**src/rtl/hold_pkg.sv**
```systemverilog
package hold_pkg;
    typedef enum logic [1:0] {
        ST_SLEEP = 2'd0,
        ST_COUNT = 2'd1,
        ST_RUN   = 2'd2
    } chan_state_e;
endpackage

```
**src/rtl/hold_pin_sync.sv**
```systemverilog
module hold_pin_sync #(
    parameter int STAGES = 2
) (
    input  logic clk,
    input  logic rst_n,
    input  logic pin_async,
    output logic rise
);
    typedef struct packed {
        logic [STAGES-1:0] sh;
        logic              last;
    } pin_regs_t;

    pin_regs_t r_d, r_q;

    always_comb begin
        r_d = r_q;
        r_d.sh[0] = pin_async;
        for (int i = 1; i < STAGES; i++) begin
            r_d.sh[i] = r_q.sh[i-1];
        end
        r_d.last = r_q.sh[STAGES-1];
    end

    always_ff @(posedge clk or negedge rst_n) begin
        if (!rst_n) r_q <= '0;
        else        r_q <= r_d;
    end

    // rising edge seen at the synchroniser output
    assign rise = r_q.sh[STAGES-1] & ~r_q.last;
endmodule

```
**src/rtl/hold_sync_qual.sv**
```systemverilog
module hold_sync_qual #(
    parameter int HOLD_W = 16
) (
    input  logic              sw_sync,
    input  logic              pin_rise,
    input  logic [HOLD_W-1:0] cfg_hold,
    output logic              sync_acc,
    output logic [HOLD_W-1:0] load_val
);
    logic any_src;
    logic hold_nz;

    always_comb begin
        any_src  = sw_sync | pin_rise;
        hold_nz  = |cfg_hold;
        sync_acc = any_src & hold_nz;
        load_val = cfg_hold;
    end
endmodule

```
**src/rtl/hold_counter.sv**
```systemverilog
module hold_counter
    import hold_pkg::*;
#(
    parameter int HOLD_W = 16
) (
    input  logic              clk,
    input  logic              rst_n,
    input  logic              load,
    input  logic [HOLD_W-1:0] load_val,
    output logic              run
);
    localparam logic [HOLD_W-1:0] ONE = HOLD_W'(1);
    localparam logic [HOLD_W-1:0] TWO = HOLD_W'(2);

    typedef struct packed {
        chan_state_e       st;
        logic [HOLD_W-1:0] cnt;
    } cnt_regs_t;

    cnt_regs_t r_d, r_q;

    always_comb begin
        r_d = r_q;
        if (load) begin
            if (load_val == ONE) begin
                r_d.st  = ST_RUN;
                r_d.cnt = '0;
            end else begin
                r_d.st  = ST_COUNT;
                r_d.cnt = load_val;
            end
        end else begin
            unique case (r_q.st)
                ST_COUNT: begin
                    if (r_q.cnt <= TWO) begin
                        r_d.st  = ST_RUN;
                        r_d.cnt = '0;
                    end else begin
                        r_d.cnt = r_q.cnt - ONE;
                    end
                end
                ST_RUN:   r_d = r_q;
                default:  r_d = r_q;
            endcase
        end
    end

    always_ff @(posedge clk or negedge rst_n) begin
        if (!rst_n) begin
            r_q.st  <= ST_SLEEP;
            r_q.cnt <= '0;
        end else begin
            r_q <= r_d;
        end
    end

    assign run = (r_q.st == ST_RUN);
endmodule

```
**src/rtl/hold_clr_gen.sv**
```systemverilog
module hold_clr_gen #(
    parameter int NPATH = 2
) (
    input  logic             clk,
    input  logic             rst_n,
    input  logic             fire,
    input  logic [NPATH-1:0] mask,
    output logic [NPATH-1:0] clr
);
    typedef struct packed {
        logic [NPATH-1:0] pulse;
    } clr_regs_t;

    clr_regs_t r_d, r_q;
    logic [NPATH-1:0] bit_d;

    for (genvar g = 0; g < NPATH; g++) begin : g_path
        assign bit_d[g] = fire & mask[g];
    end

    always_comb begin
        r_d       = r_q;
        r_d.pulse = bit_d;
    end

    always_ff @(posedge clk or negedge rst_n) begin
        if (!rst_n) r_q <= '0;
        else        r_q <= r_d;
    end

    assign clr = r_q.pulse;
endmodule

```
**src/rtl/hold_start_ctrl.sv**
```systemverilog
module hold_start_ctrl #(
    parameter int HOLD_W     = 16,
    parameter int NPATH      = 2,
    parameter int PIN_STAGES = 2
) (
    input  logic              clk,
    input  logic              rst_n,
    input  logic [HOLD_W-1:0] cfg_hold,
    input  logic [NPATH-1:0]  cfg_mask,
    input  logic              sw_sync,
    input  logic              sync_pin,
    output logic              run_en,
    output logic [NPATH-1:0]  path_clr
);
    logic              pin_rise;
    logic              sync_acc;
    logic [HOLD_W-1:0] load_val;

    hold_pin_sync #(.STAGES(PIN_STAGES)) u_pin (
        .clk       (clk),
        .rst_n     (rst_n),
        .pin_async (sync_pin),
        .rise      (pin_rise)
    );

    hold_sync_qual #(.HOLD_W(HOLD_W)) u_qual (
        .sw_sync  (sw_sync),
        .pin_rise (pin_rise),
        .cfg_hold (cfg_hold),
        .sync_acc (sync_acc),
        .load_val (load_val)
    );

    hold_counter #(.HOLD_W(HOLD_W)) u_cnt (
        .clk      (clk),
        .rst_n    (rst_n),
        .load     (sync_acc),
        .load_val (load_val),
        .run      (run_en)
    );

    hold_clr_gen #(.NPATH(NPATH)) u_clr (
        .clk   (clk),
        .rst_n (rst_n),
        .fire  (sync_acc),
        .mask  (cfg_mask),
        .clr   (path_clr)
    );
endmodule

```
**config.mk**
```make
export PLATFORM = sky130hd
export DESIGN_NAME = hold_start_ctrl
export DESIGN_NICKNAME = d
export VERILOG_FILES = /design/src/rtl/hold_pkg.sv /design/src/rtl/hold_pin_sync.sv /design/src/rtl/hold_sync_qual.sv /design/src/rtl/hold_counter.sv /design/src/rtl/hold_clr_gen.sv /design/src/rtl/hold_start_ctrl.sv
export SDC_FILE = /design/constraint.sdc
export NUM_CORES = 1
export LEC_CHECK = 0
export BUFFER_PORTS_ARGS = -buffer_cell sky130_fd_sc_hd__buf_4
export CAP_MARGIN = 20
export CORE_ASPECT_RATIO = 0.8
export CORE_MARGIN = 1
export CORE_UTILIZATION = 55
export CTS_BUF_LIST = sky130_fd_sc_hd__clkbuf_2 sky130_fd_sc_hd__clkbuf_4 sky130_fd_sc_hd__clkbuf_8
export CTS_CLUSTER_DIAMETER = 120
export DETAILED_ROUTE_END_ITERATION = 16
export GPL_TIMING_DRIVEN = 0
export PLACE_DENSITY = 0.83
export SYNTH_ARGS = -nofsm -noshare
export SYNTH_HDL_FRONTEND = slang
export SYNTH_SLANG_ARGS = --single-unit
```
**constraint.sdc**
```tcl
create_clock -name clk -period 6.4 [get_ports clk]
set_input_delay 0.32 -clock clk [delete_from_list [all_inputs] [get_ports clk]]
set_output_delay 0.32 -clock clk [all_outputs]
set_load 0.03 [all_outputs]
```
== Word level (Yosys, flattened, before mapping) ==
Cells that the tools add are included.
Word-level totals
  register bits after elaboration: 23
  input port bits: 22
  output and inout bits: 3
  logic and storage cells: 25
Cells by class
  $add $sub $neg: 1
  magnitude comparators: 1
  equal/unequal tests: 3
  multiplexer cells: 5
  bitwise gates (word level): 6
  reductions and logical operators: 4
Operators with widths (number)
  two-way mux 18 bit: 3
  equality test 16 x 1 -> 1 bit (second input constant): 1
  <= comparator 16 x 2 -> 1 bit (second input constant): 1
  two-way mux 16 bit: 1
  OR reduction 16 bit: 1
  subtractor 16 x 1 -> 16 bit (second input constant): 1
  AND 1 bit: 4
  nonzero test 2 bit: 2
  equality test 2 x 1 -> 1 bit (second input constant): 1
  equality test 2 bit (second input constant): 1
  two-way mux 2 bit: 1
  AND reduction 2 bit: 1
  NOT 1 bit: 1
  bitwise OR 1 bit: 1

== Longest topological paths before layout ==
Gate-level depths: netlist of the first run.
  word-level depth: 6
  gate-level depth with buffers: 8
  gate-level depth less buffers: 7

== Modules after synthesis ==
A second synthesis of the first run with hierarchy kept.
Unflattened totals
  cells, all modules: 158
  area total of the unflattened synthesis: 1462.7 um2
Modules (own cells, without submodules)
  hold_counter: times used 1, cells an instance 128, area each 1153.6 um2, sequential area each 450.4 um2
  hold_sync_qual: times used 1, cells an instance 22, area each 157.7 um2, sequential area each 0.0 um2
  hold_pin_sync: times used 1, cells an instance 4, area each 88.8 um2, sequential area each 75.1 um2
  hold_clr_gen: times used 1, cells an instance 4, area each 62.6 um2, sequential area each 50.0 um2

== Worst setup path before layout of the first run ==
OpenSTA, ideal clock, no wires.
  path type: input port to flip-flop
  from: in cfg_hold[3]
  to: reg u_cnt.r_q[3] (netlist name)
  library setup time: 0.142 ns
  arrival: 1.919 ns
  data required time: 6.258 ns
  setup slack: 4.339 ns
  stages: 6
  buffers on the path: 1
  cells stage by stage: or4_4 > or4_4 > o21a_4 > buf_6 > o21ai_0 > a22oi_1
On the way
  cells in the longest elaborated chain, start to end: 3
  elaborated cells between the ends (all ways): 6
  classes of those cells: eq/ne: 1; mux: 2; bitwise: 1; reduce/logical: 2
RTL lines
  from (decl): line hold_start_ctrl.sv:8  | input logic [HOLD_W-1:0] cfg_hold,
  equality test 16 x 1 -> 1 bit / OR reduction 16 bit (equally long branches): line hold_counter.sv:25, hold_sync_qual.sv:15
  two-way mux 18 bit / AND 1 bit (equally long branches): line hold_counter.sv:25, hold_sync_qual.sv:16
  two-way mux 18 bit / nonzero test 2 bit (equally long branches)
  to (signal assigned): line hold_counter.sv:53  | r_q <= r_d;
  to (decl): line hold_counter.sv:20  | cnt_regs_t r_d, r_q;
Parallel ways exist; a longest one is shown, timed or not.
A chain may end at the register's enable or synchronous reset.

== Worst setup path after layout of the first run ==
  from: reg u_cnt.r_q[9] (netlist name)
  to: reg u_cnt.r_q[12] (netlist name)
On the way
  cells in the longest elaborated chain, start to end: 4
  elaborated cells between the ends (all ways): 5
  classes of those cells: add/sub: 1; order compare: 1; mux: 3
RTL lines
  subtractor 16 x 1 -> 16 bit / <= comparator 16 x 2 -> 1 bit (equally long branches): line hold_counter.sv:39, hold_counter.sv:35
  two-way mux 16 bit (*): line hold_counter.sv:35  | if (r_q.cnt <= TWO) begin
  two-way mux 18 bit (*): line hold_counter.sv:33  | unique case (r_q.st)
  two-way mux 18 bit (*): line hold_counter.sv:24  | if (load) begin
Every way passes the cells marked *; elsewhere a longest branch is shown, timed or not. The select of a mux whose other input is x is not followed.

==> run summary, run 1 <==
outcome = finished, final reports clean
CTS tree = done
Avg Inst Size Synth = 8.96 um2
Final Power = 0.355 mW
critical path, cell by cell = or4_1, nor4_4, nand2_1, clkbuf_1, a21oi_1, o211ai_1
first-pass GRT wire length = 7160 um
GRT Total Usage = 0.333
register bit count reported by yosys = 23
share of cells above drive strength 1 = 0.222
crit path launch type = flop
Final period util = 0.403
most frequent cells in the layout = nand2_1 (27), buf_4 (24), dfrtp_1 (23)
Setup-failing EPs final = 0
Slew @ Worst Pin = 0.785 ns
detailed placement HPWL = 3220 um
DIE WIDTH = 60.0 um
via/cell ratio = 6.56
reg-to-reg critical path endpoint = u_cnt.r_q[12]
Routed WL = 4350 um
Setup TNS = 0 ns
Final #Nets = 219
Hold WC Path Type = in2reg
Remaining DRCs = 0
DR iter-0 viols = 185
via count = 1509
reg-to-reg setup timing slack = 3.82 ns
diode count = 0
number of CTS-inserted buffers = 3
Critical Path Fanout Max = 10
die area = 0.00290 mm2
Max IR drop VDD = 0.000175 V
wire per inst = 18.9 um
initial antenna violation count = 0
routability cong. = 0.901
Root Driver = clkbuf_4
asr flop ratio synth = 1.00
fin crit period = 2.58 ns
CP Capture Type = flop
relative slew slack = 0.475
# fillers = 218
Hold Path End = u_pin.r_d[2]
CP Data Arrival Time = 2.79 ns
Area growth syn-to-layout = 18.0%
port bufs = 24
ANT nets after route = 0
initial core utilization = 0.590
Fin. Hold Viols = 0
Post-synth EDFFs = 0
final slew viol count = 0
RSZ-0062 raised after global routing = no
CTS H-tree depth = 1
Synthesis Warnings = 0
floorplan core area = 0.00250 mm2
Hold Path Origin = sync_pin
cell count after synthesis = 165
Worst-path clk slew = 0.13 ns
worst-case clock skew = 0.00490 ns
Clk Latency, worst-skew pair = 0.32 ns
gr ovfl total = 0
Min-Delay Path Depth = 1
Mapped Area = 0.00148 mm2
Worst path slowest cell = or4_1
max incr delay on CP = 0.64 ns
largest net degree at the start of global routing = 24
ys flop type = dfrtp_1
post-synth cell types = 45
Seq/Total Area, Yosys = 0.390
R2R Path Start = u_cnt.r_q[9]
Clock Path Buffers = 2
CP Class = reg2reg
Pwr Density = 203 mW/mm2
Req. time, crit path = 6.60 ns
vias in the first global route = 1466
drt first pass iters = 5
commonest non-fill, non-tap cell in the layout = nand2_1
Max Cap Viol = 0
net count after synthesis = 189
# rows = 16
# clock sinks = 23
static power due to leakage = 0.716 nW
die height = 48.4 um
maximum clock rate = 387 MHz
I/O pin cnt = 25
hold_ws = 0.0935 ns
Worst Reg-to-Reg Cells = 6
==> power breakdown <==
part / switching [mW] / total, mW / internal (mW) / leakage [nW]
sequential: 0.0205 / 0.181 / 0.161 / 0.281
clock: 0.0468 / 0.0755 / 0.0287 / 0.0184
combinational: 0.0556 / 0.0977 / 0.0421 / 0.417
==> cells by family after synthesis <==
family	after synthesis	synth area share
AND/OR/NAND/NOR	76	0.275
AO/OA/AOI/OAI	50	0.273
flip-flops	23	0.389
buffers and inverters	14	0.0457
adder cells (fa/ha/maj)	2	0.0169
==> per-stage QoR <==
step	instances	cell area (um2)	setup WS, ns	utilization
after floorplan	165	1480	4.34	-
after global placement	225	1700	3.98	0.681
after detailed placement	225	1700	3.92	0.681
after CTS	230	1740	3.91	0.697
after global routing	230	1740	3.76	0.697
final	230	1740	3.82	0.697
==> state kept, by name, indices dropped and copies added (netlist names) <==
signal / flops
u_clr.clr: 2
u_cnt.r_q: 18
u_pin.r_d: 2
u_pin.r_q: 1
==> layout make-up <==
cell class / count / area (um2) / area share
plain buffers: 7 / 41.3 / 0.0237
clock buffers: 4 / 30.0 / 0.0172
inverters: 7 / 26.3 / 0.0151
repair buffers: 25 / 190 / 0.109
multi-input cells: 128 / 835 / 0.479
flip-flops and latches: 23 / 576 / 0.330
well taps: 36 / 45.0 / 0.0258
==> what timing repair did <==
item                                   CTS  global route
setup endpoints to repair                0             0
endpoints found under the hold margin   23             0
gates resized for setup                  0             0
buffers inserted                         0             0
hold buffers                             1             0
==> cells in the mapped netlist (3+ instances only) <==
| master | instances | area share |
|---|---|---|
| nand2_1 | 27 | 0.069 |
| dfrtp_1 | 23 | 0.39 |
| nor2_1 | 10 | 0.025 |
| inv_1 | 7 | 0.018 |
| o21ai_0 | 7 | 0.024 |
| a21oi_1 | 6 | 0.020 |
| nor3_1 | 6 | 0.020 |
| and2_1 | 5 | 0.021 |
| clkbuf_1 | 5 | 0.013 |
| nor4_1 | 5 | 0.021 |
| o211ai_1 | 4 | 0.020 |
| or4_1 | 4 | 0.020 |
| a221oi_2 | 3 | 0.030 |
| a22oi_1 | 3 | 0.015 |
| nand2b_1 | 3 | 0.013 |
| nand3_1 | 3 | 0.010 |
| o22ai_1 | 3 | 0.013 |
==> how the worst max path moves through the flow <==
stage,startpoint,to,slack (ns),cells after the start
floorplan,cfg_hold[3],u_cnt.r_q[3],4.34,6
global route,u_cnt.r_q[9],u_cnt.r_q[1],3.76,6
CTS,u_cnt.r_q[9],u_cnt.r_q[12],3.91,6
detailed placement,u_cnt.r_q[9],u_cnt.r_q[1],3.92,6
finish,u_cnt.r_q[9],u_cnt.r_q[12],3.82,6
global placement,u_cnt.r_q[9],u_cnt.r_q[7],3.98,6
==> critical path, delay by kind of cell (launching register included) <==
kind	cells	cell delay, ns
buffers and inverters	1	0.33
flip-flops	1	0.48
AO/OA/AOI/OAI	2	0.39
AND/OR/NAND/NOR	3	1.26
==> routing by layer <==
layer / vias to the layer above / wire [um] / track usage
met3: 6 / 387 / 0.0668
li1: 684 / - / -
met5: - / 0 / 0
met4: 0 / 36 / 0.0543
met2: 87 / 2080 / 0.524
met1: 732 / 1840 / 0.479
(Power assumes the default switching activity.)
==> inputs of run 2 (changes only) <==
- clock period: 6.4 -> 2.4 ns (I/O delays scaled with it)
==> run 2 against run 1 <==
Clock skew is 0.00063 ns higher. Total power grew to 2.7 times the previous value. Sequential share of layout area is 0.26 points lower. Clock power grew to 2.7 times the previous value. Critical endpoint is now u_cnt.r_q[10]. Maximum frequency is 12% higher. Worst hold slack worse by 0.093 ns. Worst setup slack worse by 3.7 ns. Global-route usage is 0.28 points higher. First-iteration DRC count is 9.2% higher. Critical path depth stayed put.
==> run summary, run 2 (synthesized netlist as in run 1, its figures left out) <==
relative slew slack = 0.490 (+0.0149)
port bufs = 24 (unchanged)
commonest non-fill, non-tap cell in the layout = nand2_1
Crit path max-delay family = simple AND/OR/NAND/NOR gates
Worst path slowest cell = or4_1
I/O pin cnt = 25 (unchanged)
# rows = 16 (unchanged)
DR iter-0 viols = 202 (+9.2%)
Final #Nets = 220 (+0.46%)
DIE WIDTH = 60.0 um (unchanged)
design area = 0.00176 mm2 (+1.0%)
Largest register FFs = 18 (unchanged)
Pwr Density = 539 mW/mm2 (+170%)
number of CTS-inserted buffers = 3 (unchanged)
# clock sinks = 23 (unchanged)
Max IR drop VDD = 0.000473 V (+170%)
largest register by flop count = u_cnt.r_q
Clock Path Buffers = 2 (unchanged)
die area = 0.00290 mm2 (unchanged)
final cell count without fillers = 231 (+0.43%)
detailed placement HPWL = 3220 um (unchanged)
Final period util = 0.964 (+0.561)
Root Driver = clkbuf_4
gr ovfl total = 0 (unchanged)
Setup WS pre-CTS = -0.0827 ns (-4.00 ns)
routability cong. = 0.901 (unchanged)
max incr delay on CP = 0.64 ns (about the same)
CP Data Arrival Time = 2.54 ns (-0.25 ns)
ANT nets after route = 0 (unchanged)
CTS H-tree depth = 1 (unchanged)
vias in the first global route = 1492 (+1.8%)
Setup TNS = 0 ns (unchanged)
# placed instances = 225 (unchanged)
GRT Total Usage = 0.335 (+0.00279)
maximum clock rate = 432 MHz (+12%)
drt first pass iters = 6 (+1)
Remaining DRCs = 0 (unchanged)
diode count = 0 (unchanged)
die height = 48.4 um (unchanged)
Area growth syn-to-layout = 19.1%
initial antenna violation count = 0 (unchanged)
Clk Latency, worst-skew pair = 0.32 ns (about the same)
via count = 1507 (-0.13%)
fin crit period = 2.31 ns (-0.268 ns)
Final Power = 0.949 mW (+170%)
most frequent cells in the layout = nand2_1 (26), buf_4 (25), dfrtp_1 (22)
share of cells above drive strength 1 = 0.236 (+0.0142)
initial core utilization = 0.590 (unchanged)
multi-input logic area = 837 um2 (+0.30%)
Slew @ Worst Pin = 0.762 ns (-0.0223 ns)
Critical Path Fanout Max = 6 (-4)
worst-case clock skew = 0.00553 ns (+0.000630 ns)
Routed WL = 4320 um (-0.51%)
floorplan core area = 0.00250 mm2 (unchanged)
largest net degree at the start of global routing = 24 (unchanged)
# fillers = 216 (-0.92%)
placed cell areas = 0.00170 mm2 (unchanged)
outcome = finished, final reports clean
CP Class = reg2reg
Hold WC Path Type = in2reg
Setup-failing EPs final = 0 (unchanged)
first-pass GRT wire length = 7220 um (+0.87%)
Register Area = 577 um2 (+0.22%)
CTS tree = done
RSZ-0062 raised after global routing = no
CP Capture Type = flop
Max Cap Viol = 0 (unchanged)
Req. time, crit path = 2.63 ns (-3.97 ns)
CP bufs+invs = 1 (unchanged)
via/cell ratio = 6.52 (-0.56%)
final slew viol count = 0 (unchanged)
critical path, cell by cell = or4_1, nor4_4, buf_4, and2_1, o21ai_0, a32o_1
static power due to leakage = 0.724 nW (+1.1%)
Worst-path clk slew = 0.13 ns (about the same)
Fin. Hold Viols = 0 (unchanged)
wire per inst = 18.7 um (-0.94%)
Final WS setup = 0.0864 ns (-3.73 ns)
crit path launch type = flop
[run 2: cell types whose count changed in the layout (fill, tap and decap cells not counted), sizes merged]
| cell | change |
|---|---|
| clkbuf | -1 |
| buf | +1 |
| dlygate4sd3 | +1 |
[run 2: cell type report]
type	instances	area share
multi-input combinational	128	0.475
sequential	23	0.328
timing repair buffer	27	0.118
inverter	7	0.0149
tap	36	0.0256
clock buffer	4	0.0171
buffer	6	0.0213
[run 2: worst paths after layout]
path / from / end / slack (ns) / depth (start not counted)
max: u_cnt.r_q[9] / u_cnt.r_q[10] / 0.09 / 6
min: cfg_mask[1] / u_clr.clr[1] / 0.0002 / 2
max reg2reg: u_cnt.r_q[9] / u_cnt.r_q[10] / 0.09 / 6
min reg2reg: u_pin.r_d[2] / u_pin.r_d[0] / 0.38 / 0
max in group asynchronous: rst_n / u_cnt.r_q[1] / 1.94 / 2
min in group asynchronous: rst_n / u_cnt.r_q[10] / 0.21 / 2
[run 2: power breakdown]
group | total [mW] | internal [mW] | leakage, nW | switching [mW]
Combinational | 0.265 | 0.115 | 0.426 | 0.150
Sequential | 0.484 | 0.430 | 0.280 | 0.0542
Clock | 0.201 | 0.0765 | 0.0184 | 0.124
Total | 0.949 | 0.621 | 0.724 | 0.328
[run 2: timing repair]
item | CTS | global route
pin swaps | 1 | 0
hold endpoints to repair | 24 | 0
gates resized for setup | 1 | 1
hold buffers | 2 | 0
setup buffers | 1 | 0
endpoints found under the setup margin | 6 | 7
[run 2: metal layers]
| layer | GRT usage | wire length, um | vias up |
|---|---|---|---|
| met2 | 0.526 | 1980 | 90 |
| met4 | 0.0620 | 42 | 0 |
| met1 | 0.483 | 1900 | 725 |
| li1 | - | - | 684 |
| met3 | 0.0668 | 398 | 8 |
| met5 | 0 | 0 | - |
[run 2: per-stage QoR]
step / hold slack [ns] / utilization
final: 0.000237 / 0.704
after global routing: 0.00439 / 0.704
after CTS: 0.00246 / 0.705
after detailed placement: 0.0352 / 0.681
after global placement: 0.0286 / 0.681
after floorplan: -0.176 / -
